$ cat config.mk
export PLATFORM = sky130hd
export DESIGN_NAME = ticket_lock_top
export DESIGN_NICKNAME = d
export VERILOG_FILES = /design/src/rtl/ticket_lock_pkg.sv /design/src/rtl/tl_rst_sync.sv /design/src/rtl/tl_reg_decode.sv /design/src/rtl/tl_ticket_gen.sv /design/src/rtl/tl_hold_reg.sv /design/src/rtl/ticket_lock_top.sv
export SDC_FILE = /design/constraint.sdc
export NUM_CORES = 1
export LEC_CHECK = 0
export BUFFER_PORTS_ARGS = -buffer_cell sky130_fd_sc_hd__buf_2
export CAP_MARGIN = 20
export CORE_MARGIN = 1
export CORE_UTILIZATION = 56
export CTS_BUF_LIST = sky130_fd_sc_hd__clkbuf_8
export DETAILED_ROUTE_END_ITERATION = 8
export PLACE_DENSITY = 0.76
export SYNTH_ARGS = -nofsm -noshare
export SYNTH_HDL_FRONTEND = slang
export SYNTH_SLANG_ARGS = --single-unit
$ cat constraint.sdc
create_clock -name clk -period 3.28 [get_ports clk]
set_input_delay 0.656 -clock clk [delete_from_list [all_inputs] [get_ports clk]]
set_output_delay 0.656 -clock clk [all_outputs]
set_load 0.02 [all_outputs]
$ cat src/rtl/ticket_lock_pkg.sv
package ticket_lock_pkg;

  // Which register a read access selects.
  typedef enum logic [1:0] {
    SEL_NONE = 2'd0,
    SEL_TKT  = 2'd1,
    SEL_LOCK = 2'd2
  } rd_sel_e;

  // Outcome of a lock-register write.
  typedef enum logic [1:0] {
    LK_IDLE    = 2'd0,
    LK_CLAIM   = 2'd1,
    LK_RELEASE = 2'd2,
    LK_REJECT  = 2'd3
  } lock_op_e;

endpackage

$ cat src/rtl/tl_rst_sync.sv
// Asynchronous assertion, synchronous release of the active-low reset.
module tl_rst_sync #(
  parameter int STAGES = 2
) (
  input  logic clk,
  input  logic arst_n,
  output logic srst_n
);

  logic [STAGES-1:0] sync_q;
  logic [STAGES-1:0] sync_d;

  always_comb begin
    sync_d = {sync_q[STAGES-2:0], 1'b1};
  end

  always_ff @(posedge clk or negedge arst_n) begin
    if (!arst_n) begin
      sync_q <= '0;
    end else begin
      sync_q <= sync_d;
    end
  end

  assign srst_n = sync_q[STAGES-1];

endmodule

$ cat src/rtl/tl_reg_decode.sv
// Offset decode: turns strobes and offset into per-register enables.
module tl_reg_decode
  import ticket_lock_pkg::*;
#(
  parameter int                ADDR_W   = 8,
  parameter logic [ADDR_W-1:0] OFF_TKT  = 'h08,
  parameter logic [ADDR_W-1:0] OFF_LOCK = 'h0C
) (
  input  logic              rd,
  input  logic              wr,
  input  logic [ADDR_W-1:0] off,
  output logic              tkt_take,
  output logic              lock_wr,
  output rd_sel_e           rd_sel
);

  logic hit_tkt;
  logic hit_lock;

  always_comb begin
    hit_tkt  = (off == OFF_TKT);
    hit_lock = (off == OFF_LOCK);
    tkt_take = rd & hit_tkt;
    lock_wr  = wr & hit_lock;
    if (hit_tkt) begin
      rd_sel = SEL_TKT;
    end else if (hit_lock) begin
      rd_sel = SEL_LOCK;
    end else begin
      rd_sel = SEL_NONE;
    end
  end

endmodule

$ cat src/rtl/tl_ticket_gen.sv
// Ticket source: starts at one, advances on every take, never yields zero.
module tl_ticket_gen #(
  parameter int CNT_W = 32
) (
  input  logic             clk,
  input  logic             rst_n,
  input  logic             take,
  output logic [CNT_W-1:0] tkt_q
);

  localparam logic [CNT_W-1:0] TKT_FIRST = CNT_W'(1);
  localparam logic [CNT_W-1:0] TKT_LAST  = {CNT_W{1'b1}};

  logic [CNT_W-1:0] tkt_d;
  logic             tkt_en;

  always_comb begin
    tkt_en = take;
    if (tkt_q == TKT_LAST) begin
      tkt_d = TKT_FIRST;
    end else begin
      tkt_d = tkt_q + CNT_W'(1);
    end
  end

  always_ff @(posedge clk or negedge rst_n) begin
    if (!rst_n) begin
      tkt_q <= TKT_FIRST;
    end else if (tkt_en) begin
      tkt_q <= tkt_d;
    end
  end

endmodule

$ cat src/rtl/tl_hold_reg.sv
// Lock state: claims only when free with a nonzero value, frees on zero.
module tl_hold_reg
  import ticket_lock_pkg::*;
#(
  parameter int DATA_W = 32
) (
  input  logic              clk,
  input  logic              rst_n,
  input  logic              wr_en,
  input  logic [DATA_W-1:0] wdata,
  output logic [DATA_W-1:0] lock_q
);

  logic              is_free;
  logic              wd_zero;
  lock_op_e          op;
  logic              lock_en;
  logic [DATA_W-1:0] lock_d;

  always_comb begin
    is_free = (lock_q == '0);
    wd_zero = (wdata == '0);
    if (!wr_en) begin
      op = LK_IDLE;
    end else if (wd_zero) begin
      op = LK_RELEASE;
    end else if (is_free) begin
      op = LK_CLAIM;
    end else begin
      op = LK_REJECT;
    end

    lock_en = 1'b0;
    lock_d  = lock_q;
    case (op)
      LK_CLAIM: begin
        lock_en = 1'b1;
        lock_d  = wdata;
      end
      LK_RELEASE: begin
        lock_en = 1'b1;
        lock_d  = '0;
      end
      default: begin
        lock_en = 1'b0;
        lock_d  = lock_q;
      end
    endcase
  end

  always_ff @(posedge clk or negedge rst_n) begin
    if (!rst_n) begin
      lock_q <= '0;
    end else if (lock_en) begin
      lock_q <= lock_d;
    end
  end

endmodule

$ cat src/rtl/ticket_lock_top.sv
module ticket_lock_top
  import ticket_lock_pkg::*;
#(
  parameter int                ADDR_W    = 8,
  parameter int                DATA_W    = 32,
  parameter int                CNT_W     = 32,
  parameter int                RST_STAGE = 2,
  parameter logic [ADDR_W-1:0] OFF_TKT   = 'h08,
  parameter logic [ADDR_W-1:0] OFF_LOCK  = 'h0C
) (
  input  logic              clk,
  input  logic              rst_n,
  input  logic              req_rd,
  input  logic              req_wr,
  input  logic [ADDR_W-1:0] req_off,
  input  logic [DATA_W-1:0] req_wdata,
  output logic [DATA_W-1:0] rsp_rdata
);

  localparam int PAD_W = DATA_W - CNT_W;

  logic              rst_s_n;
  logic              tkt_take;
  logic              lock_wr;
  rd_sel_e           rd_sel;
  logic [CNT_W-1:0]  cnt_q;
  logic [DATA_W-1:0] cnt_ext;
  logic [DATA_W-1:0] sem_q;
  logic [DATA_W-1:0] rdata_d;
  logic [DATA_W-1:0] rdata_q;
  logic              rdata_en;

  tl_rst_sync #(.STAGES(RST_STAGE)) u_rst (
    .clk    (clk),
    .arst_n (rst_n),
    .srst_n (rst_s_n)
  );

  tl_reg_decode #(
    .ADDR_W   (ADDR_W),
    .OFF_TKT  (OFF_TKT),
    .OFF_LOCK (OFF_LOCK)
  ) u_dec (
    .rd       (req_rd),
    .wr       (req_wr),
    .off      (req_off),
    .tkt_take (tkt_take),
    .lock_wr  (lock_wr),
    .rd_sel   (rd_sel)
  );

  tl_ticket_gen #(.CNT_W(CNT_W)) u_tkt (
    .clk   (clk),
    .rst_n (rst_s_n),
    .take  (tkt_take),
    .tkt_q (cnt_q)
  );

  tl_hold_reg #(.DATA_W(DATA_W)) u_lock (
    .clk    (clk),
    .rst_n  (rst_s_n),
    .wr_en  (lock_wr),
    .wdata  (req_wdata),
    .lock_q (sem_q)
  );

  // Zero-extend the ticket onto the data bus.
  generate
    if (PAD_W > 0) begin : g_pad
      assign cnt_ext = {{PAD_W{1'b0}}, cnt_q};
    end else begin : g_nopad
      assign cnt_ext = cnt_q;
    end
  endgenerate

  // Read mux and registered read data, loaded only on a read strobe.
  always_comb begin
    rdata_en = req_rd;
    case (rd_sel)
      SEL_TKT:  rdata_d = cnt_ext;
      SEL_LOCK: rdata_d = sem_q;
      default:  rdata_d = '0;
    endcase
  end

  always_ff @(posedge clk or negedge rst_s_n) begin
    if (!rst_s_n) begin
      rdata_q <= '0;
    end else if (rdata_en) begin
      rdata_q <= rdata_d;
    end
  end

  assign rsp_rdata = rdata_q;

endmodule

* After elaboration in Yosys (flattened, before gate mapping)
Cells that the tools add are included.
** Word-level totals
- Input bits :: 44
- Word-level logic and storage cells :: 28
- Register bits :: 98
** Operators by class
- Reductions and logical operators :: 5
- Eq/ne operators :: 7
- Mux-type cells :: 9
- $add $sub $neg :: 1
- Bitwise gates (word level) :: 2
** Operators by type and width (count)
- $pmux W32 S2 :: 2
- $logic_not A32 Y1 :: 2
- $add A32 B1 Y32 const B :: 1
- $eq A32 B32 Y1 const B :: 1
- $mux W32 :: 1
- $eq A8 B4 Y1 const B :: 2
- $mux W2 :: 5
- $eq A2 B1 Y1 const B :: 2
- $eq A2 B2 Y1 const B :: 2
- $and A1 B1 Y1 :: 2
- $reduce_and A2 Y1 :: 1
- $reduce_bool A2 Y1 :: 1
- $reduce_or A2 Y1 :: 1
- $mux W1 :: 1

* Longest topological paths before layout
Gate-level depths: netlist of the first run.
- Word-level depth :: 8
- Depth in mapped cells :: 8

* Cells and area by module
A second synthesis of the first run with hierarchy kept.
** Second synthesis, totals
- Cell total of the unflattened synthesis :: 505
- Area total of the unflattened synthesis :: 5175.0 µm²
** By module, submodules not included
- tl_hold_reg :: sequential area each 800.8 µm², cells each 199, instances 1, area each 1819.2 µm²
- ticket_lock_top :: sequential area each 800.8 µm², cells each 146, instances 1, area each 1681.6 µm²
- tl_ticket_gen :: sequential area each 802.0 µm², cells each 146, instances 1, area each 1547.7 µm²
- tl_reg_decode :: sequential area each 0.0 µm², cells each 11, instances 1, area each 72.6 µm²
- tl_rst_sync :: sequential area each 50.0 µm², cells each 3, instances 1, area each 53.8 µm²

* Worst setup path after synthesis of the first run
Ideal clock, no wire load.
- Path type :: input -> register
- Start :: in req_off[5]
- End :: reg u_tkt.tkt_q[31]
- Stages :: 6
- Setup time :: 0.069 ns
- Data arrival time :: 2.518 ns
- Slack :: 0.693 ns
- Data required time :: 3.211 ns
- Path through :: or4_4 > buf_6 > or4_4 > buf_6 > or4_1 > nand3_1
** On the way
- Longest elaborated chain between the ends :: 2
** Ends and longest elaborated chain
- start, declared :: RTL line ticket_lock_top.sv:15 : input logic [ADDR_W-1:0] req_off,
- $eq A8 B4 Y1 :: RTL line tl_reg_decode.sv:21 : hit_tkt = (off == OFF_TKT);
- $and A1 B1 Y1 :: RTL line tl_reg_decode.sv:23 : tkt_take = rd & hit_tkt;
- end signal, assigned :: RTL line tl_ticket_gen.sv:30 : tkt_q <= tkt_d;
- end, declared :: RTL line tl_ticket_gen.sv:8 : output logic [CNT_W-1:0] tkt_q
No other way between the ends.
A chain may end at the register's enable or synchronous reset.

* Worst setup path after layout of the first run
- Start :: in req_off[5]
- End :: reg u_tkt.tkt_q[18]
Same word-level chain as after synthesis.

==> results of run 1 <==
synth_stat cells, drive strengths merged, types with 3 or more instances:
library cell	number	area, um2
nand3	12	60.1
nand2	81	304
and4	4	35.0
nor2	23	86.3
clkbuf	21	78.8
or4	4	37.5
a22o	32	280
inv	8	30.0
xnor2	18	158
nor4	26	203
nor3	8	40.0
buf	3	27.5
xor2	11	96.3
a22oi	31	233
dfrtp	97	2430
and3	4	25.0
nand4	15	93.8
kinds of logic after synthesis:
kind of cell             after synthesis  synth area share
AO/OA/AOI/OAI                         69             0.128
other                                  1          0.000863
flip-flops                            98             0.565
XOR/XNOR                              29            0.0585
AND/OR/NAND/NOR                      183             0.213
adder cells (fa/ha/maj)                1           0.00288
buffers and inverters                 32            0.0314
layer usage:
metal,vias to the layer above,share of wire,global-route usage
li1,1649,-,-
met1,1686,0.47,0.396
met2,132,0.46,0.392
met3,22,0.047,0.0321
met4,0,0.023,0.118
met5,-,0,0
stage by stage:
step,setup WS (ps),hold WS [ps],util
finish,896,50.5,0.685
global route,741,39.2,0.685
CTS,904,43.8,0.685
detailed placement,561,267,0.659
global placement,625,263,0.655
floorplan,350,331,-
final cells by class:
cell class,count,area [um2]
clock buffer,9,124
tap,99,124
multi-input combinational,283,1770
timing repair buffer,86,478
sequential,98,2460
inverter,8,30.0
clock inverter,7,71.3
fill,574,2320
flip-flops by register name, indices dropped and copies added (netlist names):
signal	count
u_tkt.tkt_q	32
u_lock.lock_q	32
u_rst.sync_q	2
rsp_rdata	32
worst min path at each step:
stage                    startpoint                end  slack (ps)  cells after the start
finish                        rst_n    u_rst.sync_q[1]          50                      1
global route                  rst_n    u_rst.sync_q[1]          40                      1
CTS                           rst_n    u_rst.sync_q[1]          40                      1
detailed placement  u_rst.sync_q[1]  u_lock.lock_q[20]         270                      0
global placement    u_rst.sync_q[1]  u_lock.lock_q[20]         260                      0
floorplan           u_rst.sync_q[0]    u_rst.sync_q[1]         330                      0
power breakdown:
group	total [mW]	switching [mW]	leakage, nW	internal, mW
clock network	0.770	0.419	0.0966	0.351
logic	0.119	0.0654	1.10	0.0538
registers	1.26	0.0292	1.34	1.23
total	2.15	0.514	2.54	1.63
==> impl_metrics.yaml, run 1 <==
run_status:
  status: "finished clean"
worst_setup_path:
  worstReg2RegEnd: "u_lock.lock_q[16]"
  crit_required_ps: 3560
  end_kind: "flip-flop"
  worstSetupStartpoint: "req_off[5]"
  path_buf_inv: 1
  rrSetupSlack_ps: 950
  crit_type: "input pin to flip-flop"
  startpoint_type: "input pin"
  cp-endpoint: "u_tkt.tkt_q[18]"
  cp_cell_sequence: "buf_2 > or4_4 > nor4_1 > nand4_1 > nor2_1 > xor2_1"
  ff2ff_path_depth: 6
  cp_top_family: "simple AND/OR/NAND/NOR gates"
  worstPathArrival_ps: 2660
  r2r-start: "u_lock.lock_q[20]"
  crit_cells: 6
  cpMaxStageDelayCell: "or4_4"
  cp_max_fo: 7
  cp_slowest_stage_delay_ps: 600
placed_design:
  hpwl_mm: 7.38
  port_buffers: 75
  gp_congestion: 0.842
  dpl-instance-area_um2: 4860
  numPlacedInstances: 574
detailed_routing:
  first_pass_iters: 4
  drc_errors: 0
  routedWlPerCell_um: 17.3
  wl_mm: 10.2
  final_antenna_net_count: 0
  vias: 3489
  drtIter0Drc: 228
  vias_per_cell: 5.91
yosys:
  synth-edff-count: 0
  avgSynthCellArea_um2: 10.5
  syn-cell-area_um2: 4340
  async_flop_share: 1.00
  syn_inst: 413
  yosysSeqAreaShare: 0.565
  ys_ff_latch: 98
  yosys_most_used_dff: "dfrtp_1"
  synth_cell_types: 36
  yosys_warnings: 0
  synth_nets: 458
clocking:
  cts_made_buffers: 9
  clk_path_buf_depth: 2
  cts-htree-levels: 3
  cts_resized: 0
  cts_setup_buffers: 0
  clkSlewWorstSetupHoldPaths_ps: 100
  cts_tree: "yes"
  clk_latency_ps: 360
  ctsHoldBuffers: 0
  root_buffer: "clkbuf_8"
  cts_sinks: 98
grt:
  gr-total-overflow: 0
  grt_pass1_wl_mm: 16.8
  grt_antenna_before_repair: 0
  grt_usage: 0.266
  grt_max_degree: 37
  grt_pass1_vias: 3296
sta:
  fin_skew_ps: 9.83
  tns_ps: 0
  slew_violations: 0
  max_freq_mhz: 419
  rsz0062_at_grt: "no"
  worstMarginPinSlew_ps: 984
  finalHoldViolations: 0
  relSlewSlack: 0.343
  fin_crit_sh: 0.727
  fin_crit_ps: 2380
  setup_viol_count_final: 0
layout:
  final_nets: 531
  synthToLayoutAreaGrowth_pct: 16.3
  layoutNonFillerInstCount: 590
  layout-drive-gt1-share: 0.236
  final_area_um2: 5050
  antenna_cells: 0
  final_cell_mix: "96 x dfrtp_1, 81 x nand2_1, 75 x buf_2, 32 x a22o_1, 31 x a22oi_1"
  final_common_cell: "dfrtp_1"
power_and_ir_drop:
  peakVddDrop_mv: 0.258
  p_per_area_nw_per_um2: 425
  power.leakage_nw: 2.54
  power_mw: 2.15
die:
  die_x_um: 90.1
  ioPinCount: 76
  start_util: 0.589
  core_area_um2: 7370
  dieHeight_um: 90.1
  die_area_um2: 8110
  num_rows: 31
worst_hold_path:
  hp-class: "input pin to asynchronous set/reset pin"
job:
  drv_cap: 0
Power figures use the tool's default switching activity.
==> inputs of run 2 (changes only) <==
==> constraint.sdc (replaced) <==
create_clock -name clk -period 2.2 [get_ports clk]
set_input_delay 0.44 -clock clk [delete_from_list [all_inputs] [get_ports clk]]
set_output_delay 0.44 -clock clk [all_outputs]
set_load 0.02 [all_outputs]
==> impl_metrics.yaml, run 2 (same netlist as run 1, synthesis figures left out) <==
detailed_routing:
  first_pass_iters: 5
  final_antenna_net_count: 0
  vias: 3602
  drc_errors: 0
  vias_per_cell: 5.93
  wl_met2_mm: 5.11
  wl_mm: 10.7
  dr_wl_met3_um: 533
  met1Wirelength_mm: 4.76
  routedWlPerCell_um: 17.6
  top_layer_used: "met4"
  drtIter0Drc: 218
layout:
  multiInputGateArea_um2: 1780
  layoutNonFillerInstCount: 607
  seq_area_um2: 2460
  final_cell_mix: "96 x dfrtp_1, 81 x nand2_1, 75 x buf_2, 32 x a22o_1, 31 x a22oi_1"
  final_nets: 548
  antenna_cells: 0
  final_common_cell: "dfrtp_1"
  num-fill-cells: 534
  synthToLayoutAreaGrowth_pct: 21.5
  layout-drive-gt1-share: 0.264
grt:
  grt_pass1_wl_mm: 17.4
  grt_antenna_before_repair: 0
  gr-total-overflow: 0
  grt_max_degree: 35
  grt_usage: 0.273
  grt_pass1_vias: 3523
worst_setup_path:
  cp_slowest_stage_delay_ps: 460
  cpMaxStageDelayCell: "dfrtp_1"
  end_kind: "flip-flop"
  path_buf_inv: 1
  cp_max_fo: 32
  ff2ff_path_depth: 6
  startpoint_type: "flip-flop"
  worstReg2RegEnd: "u_lock.lock_q[8]"
  rrSetupSlack_ps: 120
  crit_required_ps: 2500
  cp_top_family: "simple AND/OR/NAND/NOR gates"
  worstPathArrival_ps: 2380
  r2r-start: "u_lock.lock_q[10]"
  cp_cell_sequence: "nor4_1 > nand2_1 > nor4_2 > nor3b_2 > buf_12 > a22o_1"
  crit_type: "flip-flop to flip-flop"
clocking:
  cts-htree-levels: 3
  cts_sinks: 98
  cts_made_buffers: 9
  clk_path_buf_depth: 2
  clkSlewWorstSetupHoldPaths_ps: 90
  root_buffer: "clkbuf_8"
  clk_latency_ps: 360
  cts_tree: "yes"
sta:
  slew_violations: 0
  finalHoldViolations: 0
  tns_ps: 0
  worstMarginPinSlew_ps: 986
  setup_viol_count_final: 0
  rsz0062_at_grt: "no"
  fin_crit_ps: 2080
  fin_ws_ps: 118
  relSlewSlack: 0.342
  max_freq_mhz: 480
  fin_skew_ps: 7.81
  fin_crit_sh: 0.946
worst_hold_path:
  hp-class: "flip-flop to asynchronous set/reset pin"
placed_design:
  gp_congestion: 0.810
  hpwl_mm: 7.83
  port_buffers: 75
  numPlacedInstances: 590
  preCtsSetupSlack_ps: -55.2
power_and_ir_drop:
  peakVddDrop_mv: 0.454
  p_per_area_nw_per_um2: 655
  power_mw: 3.46
  power.leakage_nw: 2.66
die:
  num_rows: 31
  dieHeight_um: 90.1
  start_util: 0.589
  ioPinCount: 76
  core_area_um2: 7370
  die_x_um: 90.1
  die_area_um2: 8110
run_status:
  status: "finished clean"
job:
  drv_cap: 0
## run 2: cell count changes in the layout (fill, tap and decap cells not counted), sizes merged
cell,before,now
buf,86,102
bufinv,1,3
clkinv,3,1
clkbuf,9,10
clkinvlp,2,1
dlygate4sd3,0,1
## run 2: power by group
part	leakage, nW	total (mW)	internal (mW)	switching, mW
logic	1.20	0.193	0.0929	0.100
clock network	0.124	1.39	0.781	0.605
registers	1.34	1.88	1.83	0.0457
total	2.66	3.46	2.71	0.751
## run 2: area by class of cell
type,instances,area share
clock inverter,6,0.0202
clock buffer,10,0.0261
sequential,98,0.466
tap,99,0.0235
inverter,8,0.00569
timing repair buffer,103,0.121
multi-input combinational,283,0.338
## run 2: timing repair
item	in CTS	in global routing
buffers inserted	0	0
resized for setup	0	2
hold endpoints to repair	2	0
setup endpoints to repair	0	32
hold buffers	1	0
## run 2: how the worst max path moves through the flow
stage	startpoint	to	slack, ps	cells after the start
6_report	u_lock.lock_q[10]	u_lock.lock_q[8]	120	6
3_5_place_dp	req_off[5]	u_tkt.tkt_q[18]	-60	7
2_1_floorplan	req_off[5]	u_tkt.tkt_q[0]	20	6
5_1_grt	u_lock.lock_q[10]	u_lock.lock_q[16]	20	6
4_1_cts	u_lock.lock_q[10]	u_lock.lock_q[8]	40	6
3_3_place_gp	req_off[5]	u_tkt.tkt_q[22]	-60	7
## run 2: worst register-to-register path, delay by kind of cell (launching register included)
family	cells	cell delay (ps)
and+or+nand+nor	4	1190
DFF	1	460
buffers and inverters	1	220
AOI/OAI and AO/OA	1	160
## run 2: stage by stage
| stage | hold WS, ps | instance area (um2) | util |
|---|---|---|---|
| final | 268 | 5280 | 0.716 |
| after global routing | 298 | 5280 | 0.716 |
| after CTS | 279 | 5260 | 0.714 |
| after detailed placement | 226 | 5010 | 0.680 |
| after global placement | 224 | 5010 | 0.680 |
| after floorplan | 144 | 4370 | - |
## run 2: metal layers
metal,vias up,track usage
met5,-,0
met4,0,0.122
met3,21,0.0305
met2,136,0.424
met1,1780,0.389
li1,1665,-
==> inputs of run 3 (changes only) <==
--- a/config.mk
+++ b/config.mk
@@ -8,10 +8,10 @@
 export BUFFER_PORTS_ARGS = -buffer_cell sky130_fd_sc_hd__buf_2
 export CAP_MARGIN = 20
 export CORE_MARGIN = 1
-export CORE_UTILIZATION = 56
-export CTS_BUF_LIST = sky130_fd_sc_hd__clkbuf_8
+export CORE_UTILIZATION = 52
+export CTS_BUF_LIST = sky130_fd_sc_hd__clkbuf_2 sky130_fd_sc_hd__clkbuf_4 sky130_fd_sc_hd__clkbuf_8
 export DETAILED_ROUTE_END_ITERATION = 8
-export PLACE_DENSITY = 0.76
+export PLACE_DENSITY = 0.74
 export SYNTH_ARGS = -nofsm -noshare
 export SYNTH_HDL_FRONTEND = slang
 export SYNTH_SLANG_ARGS = --single-unit
==> constraint.sdc (replaced) <==
create_clock -name clk -period 1.85 [get_ports clk]
set_input_delay 0.37 -clock clk [delete_from_list [all_inputs] [get_ports clk]]
set_output_delay 0.37 -clock clk [all_outputs]
set_load 0.02 [all_outputs]
==> impl_metrics.yaml, run 3 (same netlist as run 1, synthesis figures left out) <==
run_status:
  status: "complete, but fails checks"
  violations: "negative setup slack"
sta:
  fin_crit_ps: 2000
  finalHoldViolations: 0
  rsz0062_at_grt: "yes"
  max_freq_mhz: 500
  slew_violations: 0
  setup_viol_count_final: 41
  tns_ps: -4690
  worstMarginPinSlew_ps: 604
  relSlewSlack: 0.597
  fin_skew_ps: 9.54
  fin_crit_sh: 1.08
  fin_ws_ps: -152
clocking:
  root_buffer: "clkbuf_8"
  clkSlewWorstSetupHoldPaths_ps: 100
  cts_sinks: 98
  clk_latency_ps: 360
  cts_made_buffers: 9
  clk_path_buf_depth: 2
  cts_tree: "yes"
  cts-htree-levels: 3
grt:
  grt_antenna_before_repair: 0
  grt_pass1_wl_mm: 19.3
  gr-total-overflow: 0
  grt_usage: 0.294
  grt_max_degree: 45
  grt_pass1_vias: 3782
detailed_routing:
  vias_per_cell: 6.10
  final_antenna_net_count: 0
  drc_errors: 0
  drtIter0Drc: 374
  vias: 4103
  first_pass_iters: 7
  wl_mm: 13.1
  routedWlPerCell_um: 19.5
die:
  ioPinCount: 76
  dieHeight_um: 93.4
  start_util: 0.551
  num_rows: 32
  core_area_um2: 7890
  die_area_um2: 8720
  die_x_um: 93.4
worst_setup_path:
  startpoint_type: "input pin"
  end_kind: "flip-flop"
  rrSetupSlack_ps: -150
  crit_type: "input pin to flip-flop"
  worstPathArrival_ps: 2300
  crit_required_ps: 2150
  cp_max_fo: 8
layout:
  layoutNonFillerInstCount: 673
  layout-drive-gt1-share: 0.382
  antenna_cells: 0
  final_common_cell: "dfrtp_1"
  final_nets: 611
  final_util: 0.763
  final_cell_mix: "96 x dfrtp_1, 81 x nand2_1, 75 x buf_4, 74 x buf_2, 32 x a22o_1"
  synthToLayoutAreaGrowth_pct: 38.7
  final_area_um2: 6020
placed_design:
  port_buffers: 75
  hpwl_mm: 8.41
  numPlacedInstances: 641
  gp_congestion: 0.837
  dpl-instance-area_um2: 5400
worst_hold_path:
  hp-class: "input pin to flip-flop"
power_and_ir_drop:
  p_per_area_nw_per_um2: 707
  peakVddDrop_mv: 0.535
  power.leakage_nw: 3.05
  power_mw: 4.26
job:
  drv_cap: 0
[run 3: cell types whose count changed in the layout (fill, tap and decap cells not counted), moves of 3 or more]
cell    before  now
buf_4       23   75
buf_6        0    5
nor2_1      23   20
nor3_1       7    3
nor4_1      19   11
nor4_2       6   10
nor4_4       1    5
[run 3: final timing paths]
check	cells after the start	end	startpoint
min in group asynchronous	2	u_rst.sync_q[1]	rst_n
max	8	u_lock.lock_q[3]	req_off[6]
max in group asynchronous	1	u_tkt.tkt_q[23]	u_rst.sync_q[1]
min reg2reg	0	rsp_rdata[5]	u_rst.sync_q[1]
max reg2reg	4	u_tkt.tkt_q[31]	u_tkt.tkt_q[0]
min	2	u_lock.lock_q[9]	req_wdata[9]
[run 3: area by class of cell]
type | instances | area (um2)
Multi-Input combinational cell | 287 | 2020
Sequential cell | 98 | 2460
Clock buffer | 11 | 145
Tap cell | 102 | 128
Inverter | 8 | 30.0
Fill cell | 506 | 1870
Clock inverter | 5 | 87.6
Timing Repair Buffer | 162 | 1150
[run 3: metal layers]
metal  GRT usage  share of wire
met5           0              0
met4       0.128          0.026
met3      0.0455          0.070
met2       0.460           0.50
met1       0.410           0.41
[run 3: per-stage QoR]
step,setup WS [ps],hold WS [ps]
after floorplan,-257,74.4
after global placement,-295,154
after detailed placement,-336,158
after CTS,-53.9,221
after global routing,-186,224
final,-152,230
[run 3: timing repair]
item / 4_1_cts / 5_1_grt
pin swaps: 9 / 10
gates resized for setup: 15 / 21
endpoints found under the setup margin: 41 / 51
endpoints found under the hold margin: 2 / 0
hold buffers: 1 / 0
gates cloned: 3 / 4
setup buffers: 1 / 7
[run 3: power breakdown]
part / switching (mW) / internal, mW
Clock: 0.773 / 0.827
Combinational: 0.210 / 0.212
Sequential: 0.0534 / 2.18
[run 3: critical path, cell delays in order]
cell,delay (ps)
buf_6,90
or4_4,600
nor2_1,260
nand3_2,260
nor3b_4,290
buf_12,150
clkbuf_16,140
a22o_1,130
